## src/rtl/vaf_pkg.sv

```systemverilog
package vaf_pkg;

  localparam int SLOT_CNT   = 12;              // attribute slots with memory descriptors
  localparam int ATTR_W     = 4;               // width of the attribute-total field
  localparam int IDX_CNT    = 1 << ATTR_W;     // addressable attribute indices
  localparam int COMP_W     = 2;
  localparam int WORD_W     = 32;
  localparam int DESC_W     = 2 * WORD_W;
  localparam int CFG_AW     = 4;
  localparam int SLOT_PITCH = 4;
  localparam int MASK_LSB   = 48;
  localparam int CNT_LSB    = 60;
  localparam int SRC_BASE   = 2;

  typedef enum logic [1:0] {
    FMT_S8  = 2'd0,
    FMT_U8  = 2'd1,
    FMT_S16 = 2'd2,
    FMT_F32 = 2'd3
  } elemFmt_t;

  // control -> datapath
  typedef struct packed {
    logic latchVertex;
    logic issueReq;
    logic captureRsp;
    logic emitDefault;
  } seqStrobe_t;

  // datapath -> control
  typedef struct packed {
    logic isDefault;
    logic lastComp;
    logic lastAttr;
  } attrStatus_t;

  function automatic logic [2:0] elemBytes(input elemFmt_t fmt);
    case (fmt)
      FMT_F32: elemBytes = 3'd4;
      FMT_S16: elemBytes = 3'd2;
      default: elemBytes = 3'd1;
    endcase
  endfunction

  function automatic logic [WORD_W-1:0] widenElem(input elemFmt_t fmt,
                                                  input logic [WORD_W-1:0] raw);
    case (fmt)
      FMT_S8:  widenElem = {{(WORD_W-8){raw[7]}}, raw[7:0]};
      FMT_U8:  widenElem = {{(WORD_W-8){1'b0}}, raw[7:0]};
      FMT_S16: widenElem = {{(WORD_W-16){raw[15]}}, raw[15:0]};
      default: widenElem = raw;
    endcase
  endfunction

endpackage

```

## src/rtl/vaf_ctrl.sv

```systemverilog
module vaf_ctrl
  import vaf_pkg::*;
(
  input  logic                clk,
  input  logic                rstN,
  input  logic                start,
  input  logic                memRvalid,
  input  attrStatus_t         stat,
  output seqStrobe_t          stb,
  output logic [ATTR_W-1:0]   attrIdx,
  output logic [COMP_W-1:0]   compIdx,
  output logic                idle,
  output logic                done
);

  typedef enum logic [1:0] {
    S_IDLE  = 2'd0,
    S_ISSUE = 2'd1,
    S_WAIT  = 2'd2,
    S_FIN   = 2'd3
  } seqState_t;

  seqState_t state;

  assign idle = (state == S_IDLE);

  always_comb begin
    stb = '0;
    case (state)
      S_IDLE:  stb.latchVertex = start;
      S_ISSUE: begin
        if (stat.isDefault) stb.emitDefault = 1'b1;
        else                stb.issueReq    = 1'b1;
      end
      S_WAIT:  stb.captureRsp = memRvalid;
      default: ;
    endcase
  end

  always_ff @(posedge clk) begin
    if (!rstN) begin
      state   <= S_IDLE;
      attrIdx <= '0;
      compIdx <= '0;
      done    <= 1'b0;
    end else begin
      done <= (state == S_FIN);
      case (state)
        S_IDLE: begin
          if (start) begin
            state   <= S_ISSUE;
            attrIdx <= '0;
            compIdx <= '0;
          end
        end
        S_ISSUE: begin
          if (stat.isDefault) begin
            if (stat.lastAttr) begin
              state <= S_FIN;
            end else begin
              attrIdx <= attrIdx + 1'b1;
              compIdx <= '0;
            end
          end else begin
            state <= S_WAIT;
          end
        end
        S_WAIT: begin
          if (memRvalid) begin
            if (stat.lastComp) begin
              if (stat.lastAttr) begin
                state <= S_FIN;
              end else begin
                state   <= S_ISSUE;
                attrIdx <= attrIdx + 1'b1;
                compIdx <= '0;
              end
            end else begin
              state   <= S_ISSUE;
              compIdx <= compIdx + 1'b1;
            end
          end
        end
        default: state <= S_IDLE;
      endcase
    end
  end

  // attribute index never moves backwards inside one vertex
  assert_attr_ascend_R5: assert property (@(posedge clk) disable iff (!rstN)
    (state != S_IDLE && $past(state) != S_IDLE) |-> (attrIdx >= $past(attrIdx)));

  // a busy sequencer never takes a fresh start
  assert_start_ignored_R8: assert property (@(posedge clk) disable iff (!rstN)
    (state == S_WAIT && start && !memRvalid) |=> (state == S_WAIT));

endmodule

```

## src/rtl/vaf_datapath.sv

```systemverilog
module vaf_datapath
  import vaf_pkg::*;
#(
  parameter int ADDR_W = 32,
  parameter int VTX_W  = 16
) (
  input  logic                clk,
  input  logic                rstN,
  input  logic                cfgWe,
  input  logic [CFG_AW-1:0]   cfgAddr,
  input  logic [WORD_W-1:0]   cfgData,
  input  logic                idle,
  input  logic [VTX_W-1:0]    startVertex,
  input  seqStrobe_t          stb,
  input  logic [ATTR_W-1:0]   attrIdx,
  input  logic [COMP_W-1:0]   compIdx,
  input  logic [WORD_W-1:0]   memRdata,
  output attrStatus_t         stat,
  output logic                memReq,
  output logic [ADDR_W-1:0]   memAddr,
  output logic                outValid,
  output logic [ATTR_W-1:0]   outAttr,
  output logic [COMP_W-1:0]   outComp,
  output logic [WORD_W-1:0]   outValue,
  output logic [1:0]          outFormat,
  output logic                outDefault
);

  logic [DESC_W-1:0] descReg;
  logic [ADDR_W-1:0] srcReg [SLOT_CNT];
  logic [VTX_W-1:0]  vertexReg;
  logic              cfgOpen;

  assign cfgOpen = cfgWe & idle;

  // configuration storage, writable only between vertices
  always_ff @(posedge clk) begin
    if (!rstN) begin
      descReg <= '0;
      for (int i = 0; i < SLOT_CNT; i++) srcReg[i] <= '0;
    end else if (cfgOpen) begin
      if (cfgAddr == CFG_AW'(0)) descReg[WORD_W-1:0]      <= cfgData;
      if (cfgAddr == CFG_AW'(1)) descReg[DESC_W-1:WORD_W] <= cfgData;
      for (int i = 0; i < SLOT_CNT; i++) begin
        if (cfgAddr == CFG_AW'(SRC_BASE + i)) srcReg[i] <= ADDR_W'(cfgData);
      end
    end
  end

  // per-index view of the descriptor; indices past the slot range are fixed defaults
  elemFmt_t          slotFmt  [IDX_CNT];
  logic [1:0]        slotSize [IDX_CNT];
  logic              slotDflt [IDX_CNT];
  logic [ADDR_W-1:0] slotSrc  [IDX_CNT];

  for (genvar gi = 0; gi < IDX_CNT; gi++) begin : g_slot
    if (gi < SLOT_CNT) begin : g_mem
      assign slotFmt[gi]  = elemFmt_t'(descReg[gi*SLOT_PITCH +: 2]);
      assign slotSize[gi] = descReg[gi*SLOT_PITCH+2 +: 2];
      assign slotDflt[gi] = descReg[MASK_LSB+gi];
      assign slotSrc[gi]  = srcReg[gi];
    end else begin : g_fix
      assign slotFmt[gi]  = FMT_S8;
      assign slotSize[gi] = 2'd0;
      assign slotDflt[gi] = 1'b1;
      assign slotSrc[gi]  = '0;
    end
  end

  elemFmt_t          curFmt;
  logic [1:0]        curSize;
  logic [ADDR_W-1:0] curSrc;
  logic [2:0]        esize;
  logic [2:0]        compCnt;
  logic [5:0]        strideBytes;
  logic [ADDR_W-1:0] reqAddr;

  assign curFmt  = slotFmt[attrIdx];
  assign curSize = slotSize[attrIdx];
  assign curSrc  = slotSrc[attrIdx];

  assign stat.isDefault = slotDflt[attrIdx];
  assign stat.lastComp  = (compIdx == curSize);
  assign stat.lastAttr  = (attrIdx == descReg[CNT_LSB +: ATTR_W]);

  assign esize       = elemBytes(curFmt);
  assign compCnt     = {1'b0, curSize} + 3'd1;
  assign strideBytes = {3'b000, compCnt} * {3'b000, esize};
  assign reqAddr     = curSrc
                     + ADDR_W'(strideBytes) * ADDR_W'(vertexReg)
                     + ADDR_W'(compIdx) * ADDR_W'(esize);

  always_ff @(posedge clk) begin
    if (!rstN) vertexReg <= '0;
    else if (stb.latchVertex) vertexReg <= startVertex;
  end

  always_ff @(posedge clk) begin
    if (!rstN) begin
      memReq  <= 1'b0;
      memAddr <= '0;
    end else begin
      memReq <= stb.issueReq;
      if (stb.issueReq) memAddr <= reqAddr;
    end
  end

  always_ff @(posedge clk) begin
    if (!rstN) begin
      outValid   <= 1'b0;
      outAttr    <= '0;
      outComp    <= '0;
      outValue   <= '0;
      outFormat  <= '0;
      outDefault <= 1'b0;
    end else begin
      outValid <= stb.captureRsp | stb.emitDefault;
      if (stb.captureRsp) begin
        outAttr    <= attrIdx;
        outComp    <= compIdx;
        outValue   <= widenElem(curFmt, memRdata);
        outFormat  <= curFmt;
        outDefault <= 1'b0;
      end else if (stb.emitDefault) begin
        outAttr    <= attrIdx;
        outComp    <= '0;
        outValue   <= '0;
        outFormat  <= FMT_S8;
        outDefault <= 1'b1;
      end
    end
  end

  assert_sext_byte_R2: assert property (@(posedge clk) disable iff (!rstN)
    (outValid && !outDefault && outFormat == FMT_S8) |->
      (outValue[WORD_W-1:7] == '0 || outValue[WORD_W-1:7] == '1));

  assert_zext_byte_R2: assert property (@(posedge clk) disable iff (!rstN)
    (outValid && !outDefault && outFormat == FMT_U8) |-> (outValue[WORD_W-1:8] == '0));

  assert_sext_half_R2: assert property (@(posedge clk) disable iff (!rstN)
    (outValid && !outDefault && outFormat == FMT_S16) |->
      (outValue[WORD_W-1:15] == '0 || outValue[WORD_W-1:15] == '1));

  assert_default_record_R4: assert property (@(posedge clk) disable iff (!rstN)
    (outValid && outDefault) |-> (outValue == '0 && outComp == '0));

  assert_cfg_locked_R9: assert property (@(posedge clk) disable iff (!rstN)
    !idle |=> $stable(descReg));

endmodule

```

## src/rtl/vertex_attr_fetch.sv

```systemverilog
module vertex_attr_fetch
  import vaf_pkg::*;
#(
  parameter int ADDR_W = 32,
  parameter int VTX_W  = 16
) (
  input  logic                 clk,
  input  logic                 rstN,
  input  logic                 cfgWe,
  input  logic [CFG_AW-1:0]    cfgAddr,
  input  logic [WORD_W-1:0]    cfgData,
  input  logic                 start,
  input  logic [VTX_W-1:0]     startVertex,
  output logic                 memReq,
  output logic [ADDR_W-1:0]    memAddr,
  input  logic                 memRvalid,
  input  logic [WORD_W-1:0]    memRdata,
  output logic                 outValid,
  output logic [ATTR_W-1:0]    outAttr,
  output logic [COMP_W-1:0]    outComp,
  output logic [WORD_W-1:0]    outValue,
  output logic [1:0]           outFormat,
  output logic                 outDefault,
  output logic                 done
);

  seqStrobe_t          stb;
  attrStatus_t         stat;
  logic [ATTR_W-1:0]   attrIdx;
  logic [COMP_W-1:0]   compIdx;
  logic                idle;

  vaf_ctrl u_ctrl (
    .clk       (clk),
    .rstN      (rstN),
    .start     (start),
    .memRvalid (memRvalid),
    .stat      (stat),
    .stb       (stb),
    .attrIdx   (attrIdx),
    .compIdx   (compIdx),
    .idle      (idle),
    .done      (done)
  );

  vaf_datapath #(
    .ADDR_W (ADDR_W),
    .VTX_W  (VTX_W)
  ) u_dp (
    .clk         (clk),
    .rstN        (rstN),
    .cfgWe       (cfgWe),
    .cfgAddr     (cfgAddr),
    .cfgData     (cfgData),
    .idle        (idle),
    .startVertex (startVertex),
    .stb         (stb),
    .attrIdx     (attrIdx),
    .compIdx     (compIdx),
    .memRdata    (memRdata),
    .stat        (stat),
    .memReq      (memReq),
    .memAddr     (memAddr),
    .outValid    (outValid),
    .outAttr     (outAttr),
    .outComp     (outComp),
    .outValue    (outValue),
    .outFormat   (outFormat),
    .outDefault  (outDefault)
  );

  assert_done_after_record_R6: assert property (@(posedge clk) disable iff (!rstN)
    done |-> $past(outValid));

  assert_done_pulse_R6: assert property (@(posedge clk) disable iff (!rstN)
    done |=> !done);

  assert_single_request_R7: assert property (@(posedge clk) disable iff (!rstN)
    memReq |=> !memReq);

  assert_reset_quiet_R10: assert property (@(posedge clk)
    !rstN |=> (!outValid && !memReq && !done));

endmodule

```

## config.mk

```make
export PLATFORM = sky130hd
export DESIGN_NAME = vertex_attr_fetch
export DESIGN_NICKNAME = d
export VERILOG_FILES = /design/src/rtl/vaf_pkg.sv /design/src/rtl/vaf_ctrl.sv /design/src/rtl/vaf_datapath.sv /design/src/rtl/vertex_attr_fetch.sv
export SDC_FILE = /design/constraint.sdc
export NUM_CORES = 1
export LEC_CHECK = 0
export BUFFER_PORTS_ARGS = -buffer_cell sky130_fd_sc_hd__buf_4
export CAP_MARGIN = 0
export CELL_PAD_IN_SITES_DETAIL_PLACEMENT = 1
export CELL_PAD_IN_SITES_GLOBAL_PLACEMENT = 2
export CORE_MARGIN = 2
export CORE_UTILIZATION = 30
export DETAILED_ROUTE_END_ITERATION = 8
export PLACE_DENSITY = 0.58
export SLEW_MARGIN = 30
export SYNTH_ARGS = -nofsm -noshare
export SYNTH_HDL_FRONTEND = slang
export SYNTH_HIERARCHICAL = 1
export SYNTH_SLANG_ARGS = --single-unit
```

## constraint.sdc

```tcl
create_clock -name clk -period 9.2 [get_ports clk]
set_input_delay 0.92 -clock clk [delete_from_list [all_inputs] [get_ports clk]]
set_output_delay 0.92 -clock clk [all_outputs]
set_load 0.02 [all_outputs]
```

==> flow_summary.ini, run 1 <==
[run_status]
status = complete, no violations

[grt]
grt_most_used_layer = met2
grt_max_degree = 83
grt_overflow = 0
grt_pass1_wl_mm = 137
met3_usage = 0.0260
grt_pass1_vias = 20600
gr-usage-met2 = 0.337
grt.met1_usage = 0.264
antenna_found_initial = 4
grt.total_usage = 0.198

[detailed_routing]
vias = 18800
drt-initial-drc-count = 1139
wl_mm = 92.5
routedWlPerCell_um = 24.6
drc = 0
postRouteAntennaNets = 0
dr.pass1.iters = 5
vias_per_cell = 5.00

[clock_tree]
htreeDepth = 3
holdBufCountCts = 0
cts.sinks = 548
cts.repair.resized = 0
cts_tree = built
clkLatencyLatePin_ns = 0.63
clk_path_buf_depth = 3
cts-root-buf = clkbuf_16
cts_buffers = 68
post-cts-setup-buffers = 0
clk_pin_slew_ns = 0.06

[finish]
final_cell_count_no_fill = 3761
drive_above_1_share = 0.182
finalNetCount = 2765
syn_to_final_growth_pct = 16.4
seqCellArea_um2 = 14800
multi_input_area_um2 = 11400
fill_cells = 9942
post-route-util = 0.351

[sta]
slew_headroom = 0.318
tightest_slew_ns = 1.01
max_freq_mhz = 117
setup_viol = 0
timing.final.crit_share = 0.930
clock_skew_ns = 0.0222
min_period_ns = 8.55
rsz0062_at_grt = false
drv_slew = 0
hold_viol = 0
fin_setup_tns_ns = 0

[yosys]
yosysWarnings = 6
yosysMostFrequentCell = nor2_1
ys_ff_latch = 548
synth_area_leaders = edfxtp_1 42%, dfxtp_1 12%, mux4_2 8.5%, fa_1 6.0%, nor2_1 5.5%
synth_fp_nets = 2648
syn_area_per_cell_um2 = 11.5
synth_top_area_share = 0.418
seq_area_frac_synth = 0.537
synth_edf_count = 384
ys_types = 76
synthTopCellsByCount = 405 x nor2_1, 384 x edfxtp_1, 282 x nand2_1
ys.flop_type = edfxtp_1
async_flop_share = 0
synthCells = 2407
yosysTopAreaCell = edfxtp_1
syn_area_um2 = 27600

[floorplan]
core_um2 = 91400
die_h_um = 307
die_area_um2 = 94400
placementRows = 111
start_util = 0.302
die_x_um = 307
ios = 165

[power]
irDropWorstVdd_mv = 0.113
power.total_mw = 6.87
p_per_area_nw_per_um2 = 214
cellLeakagePower_nw = 12.2

[critical_path]
start_kind = flop
cp_common_cell = fa_1
cp_top_family = adder cells
crit_path_max_incr_delay_ns = 0.73
end_kind = flop
worstPathMaxFanout = 22
worstSetupPathType = flop to flop
required_ns = 9.74
critPathBufInv = 3
arrival_ns = 9.09
slowest_stage = fa_1

[placement]
io_buffers = 164
dp.cells = 3640
routabilityCongestion = 0.778
dp_hpwl_mm = 59.7

[job]
cap_violations = 0

[min_path]
hp-class = flop to flop
==> cells in the final DEF, fill, tap and decap left out, drive strengths merged, types with 13 or more instances in the layout <==
cell and count:
nor2 406, edfxtp 384, nand2 283, buf 211, inv 175, dfxtp 164
a21oi 140, mux4 104, clkbuf 85, fa 83, and2 82, o21ai 80
ha 69, mux2i 60, clkinv 27, nor2b 23, nand3 21, nor3 14
nand2b 13
==> area by class of cell <==
class,count,area share
flip-flops and latches,548,0.462
clock buffers,85,0.0563
diodes,1,0.0000779
clock inverters,35,0.00997
repair buffers,211,0.0493
well taps,1186,0.0462
multi-input cells,1523,0.356
inverters,172,0.0202
==> tightest hold or removal path, stage by stage (launching register included) <==
cell     delay, ns
dfxtp_1       0.31
nand2_1       0.05
a21oi_1       0.05
==> routing by layer <==
layer	routed length (um)	part of all wire
met1	41900	0.45
met2	45100	0.49
met3	3370	0.036
met4	2150	0.023
met5	0	0
==> state kept, by name (all words and copies together) (netlist names) <==
| signal | flops |
|---|---|
| u_dp/outValue | 32 |
| u_dp/memReq | 1 |
| u_dp/outComp | 2 |
| u_dp/vertexReg | 16 |
| u_dp/outAttr | 4 |
| u_dp/outValid | 1 |
| u_ctrl/state | 2 |
| u_ctrl/done | 1 |
| u_dp/outDefault | 1 |
| u_ctrl/compIdx | 2 |
| u_dp/memAddr | 32 |
| u_dp/descReg | 64 |
| u_dp/srcReg | 384 |
| u_dp/outFormat | 2 |
| u_ctrl/attrIdx | 4 |
==> report_power, final <==
| group | switching [mW] | leakage (nW) | total [mW] | internal, mW |
|---|---|---|---|---|
| clock | 1.10 | 1.04 | 2.59 | 1.49 |
| combinational | 0.836 | 5.86 | 1.34 | 0.504 |
| sequential | 0.118 | 5.30 | 2.94 | 2.82 |
==> metrics by stage <==
step | area [um^2] | hold slack (ns) | setup slack (ns)
floorplan | 27600 | 0.433 | 1.43
global placement | 30000 | 0.440 | 0.796
detailed placement | 30000 | 0.448 | 0.617
CTS | 32100 | 0.455 | 0.623
global route | 32100 | 0.476 | 0.0607
finish | 32100 | 0.452 | 0.648
==> final timing paths <==
| check | startpoint | end | slack (ns) | depth (start not counted) |
|---|---|---|---|---|
| max reg2reg | u_ctrl/attrIdx[0] | u_dp/memAddr[24] | 0.65 | 25 |
| min reg2reg | u_dp/outAttr[0] | u_dp/outAttr[0] | 0.45 | 2 |
| max | u_ctrl/attrIdx[0] | u_dp/memAddr[24] | 0.65 | 25 |
| min | u_dp/outAttr[0] | u_dp/outAttr[0] | 0.45 | 2 |
==> cells by family (layout without fill, tap and decap cells) <==
group / count (synthesis) / in the layout / share of synthesized area
adder cells (fa/ha/maj): 152 / 152 / 0.0915
multiplexers: 176 / 176 / 0.112
buffers and inverters: 336 / 503 / 0.0502
AO/OA/AOI/OAI: 298 / 298 / 0.0666
flip-flops: 548 / 548 / 0.537
other: 0 / 1 / 0
XOR/XNOR: 23 / 23 / 0.00730
AND/OR/NAND/NOR: 874 / 874 / 0.136
Power figures use the tool's default switching activity.
==> inputs of run 2 (changes only) <==
- CTS_BUF_LIST: default -> sky130_fd_sc_hd__clkbuf_4 sky130_fd_sc_hd__clkbuf_8
- MAX_ROUTING_LAYER: default -> met4
==> run 2 against run 1 <==
- clock-buffer cell count is 63 higher
- sequential share of layout area rose by 0.13 points
- routed wire length rose by 0.15%
- global-route usage grew 0.65 points
- largest power group unchanged
- via count is 1.0% higher
- utilization shrank 0.10 points
- register-to-register slack better by 0.02 ns
- clock power shrank 8.5%
==> flow_summary.ini, run 2 (synthesis results as in run 1) <==
[sta]
tightest_slew_ns = 0.989
hold_viol = 0
slew_headroom = 0.334
rsz0062_at_grt = false
fin_setup_tns_ns = 0
drv_slew = 0
timing.final.crit_share = 0.927
min_period_ns = 8.53
clock_skew_ns = 0.0583
setup_viol = 0
worst_slack_ns = 0.670
max_freq_mhz = 117

[critical_path]
arrival_ns = 9.15
end_kind = flop
rr_worst_depth = 25
r2r_end = u_dp/memAddr[24]
worstPathMaxFanout = 22
r2r-start = u_ctrl/attrIdx[0]
worstSetupPathType = flop to flop
required_ns = 9.82
start_kind = flop
regToRegSetupSlack_ns = 0.67

[finish]
final_common_cell = nor2_1
reg.largest.list = u_dp/srcReg (384), u_dp/descReg (64)
drive_above_1_share = 0.204
final_area_um2 = 32000
largest-register = u_dp/srcReg
largest_register_ffs = 384
mostFrequentLayoutCells = 404 x nor2_1, 384 x edfxtp_1, 274 x nand2_1, 211 x buf_4, 171 x inv_1
syn_to_final_growth_pct = 16.1
finalNetCount = 2798

[placement]
pre_cts_slack_ns = 0.617
dp_hpwl_mm = 59.7
routabilityCongestion = 0.789
io_buffers = 164
placed_area_um2 = 30000

[detailed_routing]
vias_per_cell = 4.96
postRouteAntennaNets = 0
wl_mm = 92.6
drc = 0
dr.pass1.iters = 5
vias = 19000
routedWlPerCell_um = 24.2
drt-initial-drc-count = 1073

[power]
cellLeakagePower_nw = 12.2
p_per_area_nw_per_um2 = 208
irDropWorstVdd_mv = 0.101

[clock_tree]
cts.repair.resized = 0
htreeDepth = 3
cts_tree = built
clkLatencyLatePin_ns = 0.76
cts_buffers = 101
clk_pin_slew_ns = 0.06
clk_path_buf_depth = 3
cts-root-buf = clkbuf_8
holdBufCountCts = 0
post-cts-setup-buffers = 0
cts.sinks = 548

[job]
cap_violations = 0

[grt]
antenna_found_initial = 5
grt.total_usage = 0.204
grt_pass1_wl_mm = 137
grt_pass1_vias = 20900
grt_max_degree = 83
grt_overflow = 0

[floorplan]
core_um2 = 91400
start_util = 0.302
die_x_um = 307
die_h_um = 307
placementRows = 111
ios = 165
die_area_um2 = 94400

[min_path]
min_from = cfgData[6]
whs_endpoint = u_dp/descReg[6]
hold-path-cell-count = 3
hp-class = input pin to flop

[run_status]
status = complete, no violations
## run 2: changes by cell type in the layout (fill, tap and decap cells not counted)
cell / previous run / this run
inv_6: 0 / 1
clkinv_8: 1 / 0
clkbuf_1: 14 / 0
clkbuf_4: 0 / 41
clkinv_1: 13 / 22
bufinv_16: 3 / 2
clkinv_2: 12 / 6
clkinv_16: 1 / 0
inv_16: 3 / 1
clkbuf_16: 69 / 0
clkbuf_8: 2 / 107
diode_2: 1 / 3
inv_12: 0 / 2
## run 2: power by group
| part | switching (mW) | total (mW) | internal [mW] | leakage (nW) |
|---|---|---|---|---|
| clock | 1.07 | 2.37 | 1.30 | 1.07 |
| combinational | 0.831 | 1.34 | 0.504 | 5.86 |
| sequential | 0.118 | 2.94 | 2.83 | 5.30 |
## run 2: how the worst max path moves through the flow
| stage | startpoint | to |
|---|---|---|
| 2_1_floorplan | u_ctrl/attrIdx[0] | u_dp/memAddr[27] |
| 3_3_place_gp | u_ctrl/attrIdx[0] | u_dp/memAddr[24] |
| 3_5_place_dp | u_ctrl/attrIdx[0] | u_dp/memAddr[24] |
| 4_1_cts | u_ctrl/attrIdx[0] | u_dp/memAddr[24] |
| 5_1_grt | u_ctrl/attrIdx[0] | u_dp/memAddr[24] |
| 6_report | u_ctrl/attrIdx[0] | u_dp/memAddr[24] |
## run 2: final cells by class
type | instances | area (um^2)
Fill cell | 9989 | 59400
Sequential cell | 548 | 14800
Multi-Input combinational cell | 1523 | 11400
Clock buffer | 148 | 1780
Timing Repair Buffer | 211 | 1580
Tap cell | 1186 | 1480
Inverter | 172 | 648
Clock inverter | 36 | 249
Antenna cell | 3 | 7.51
## run 2: worst max-delay path: stages (launching register included)
cell       delay, ns
dfxtp_4         0.61
mux4_2          0.55
mux2i_1         0.45
o21ai_2         0.19
ha_1            0.35
nand2_1         0.08
fa_1            0.52
inv_1           0.04
ha_1            0.21
fa_1            0.72
and2_1          0.29
fa_1            0.54
inv_1           0.05
fa_1            0.49
fa_1            0.43
fa_1            0.49
inv_1           0.04
ha_1            0.37
a2111oi_0       0.45
nor3_1          0.10
o21ai_1         0.20
a21oi_1         0.21
o211ai_1        0.35
nand3_1         0.25
xnor2_1         0.19
a211oi_1        0.22
## run 2: routing by layer
metal / global-route usage / wire, um
met1: 0.263 / 41900
met4: 0.0598 / 2530
met2: 0.335 / 44800
met5: - / 0
met3: 0.0295 / 3430
## run 2: stage by stage
stage | cells | power [mW] | util | hold WS [ns]
after floorplan | 2407 | 3.83 | - | 0.433
after global placement | 3640 | 4.33 | 0.328 | 0.440
after detailed placement | 3640 | 4.36 | 0.328 | 0.448
after CTS | 3824 | 6.77 | 0.350 | 0.373
after global routing | 3826 | 7.00 | 0.350 | 0.398
final | 3827 | 6.65 | 0.350 | 0.442
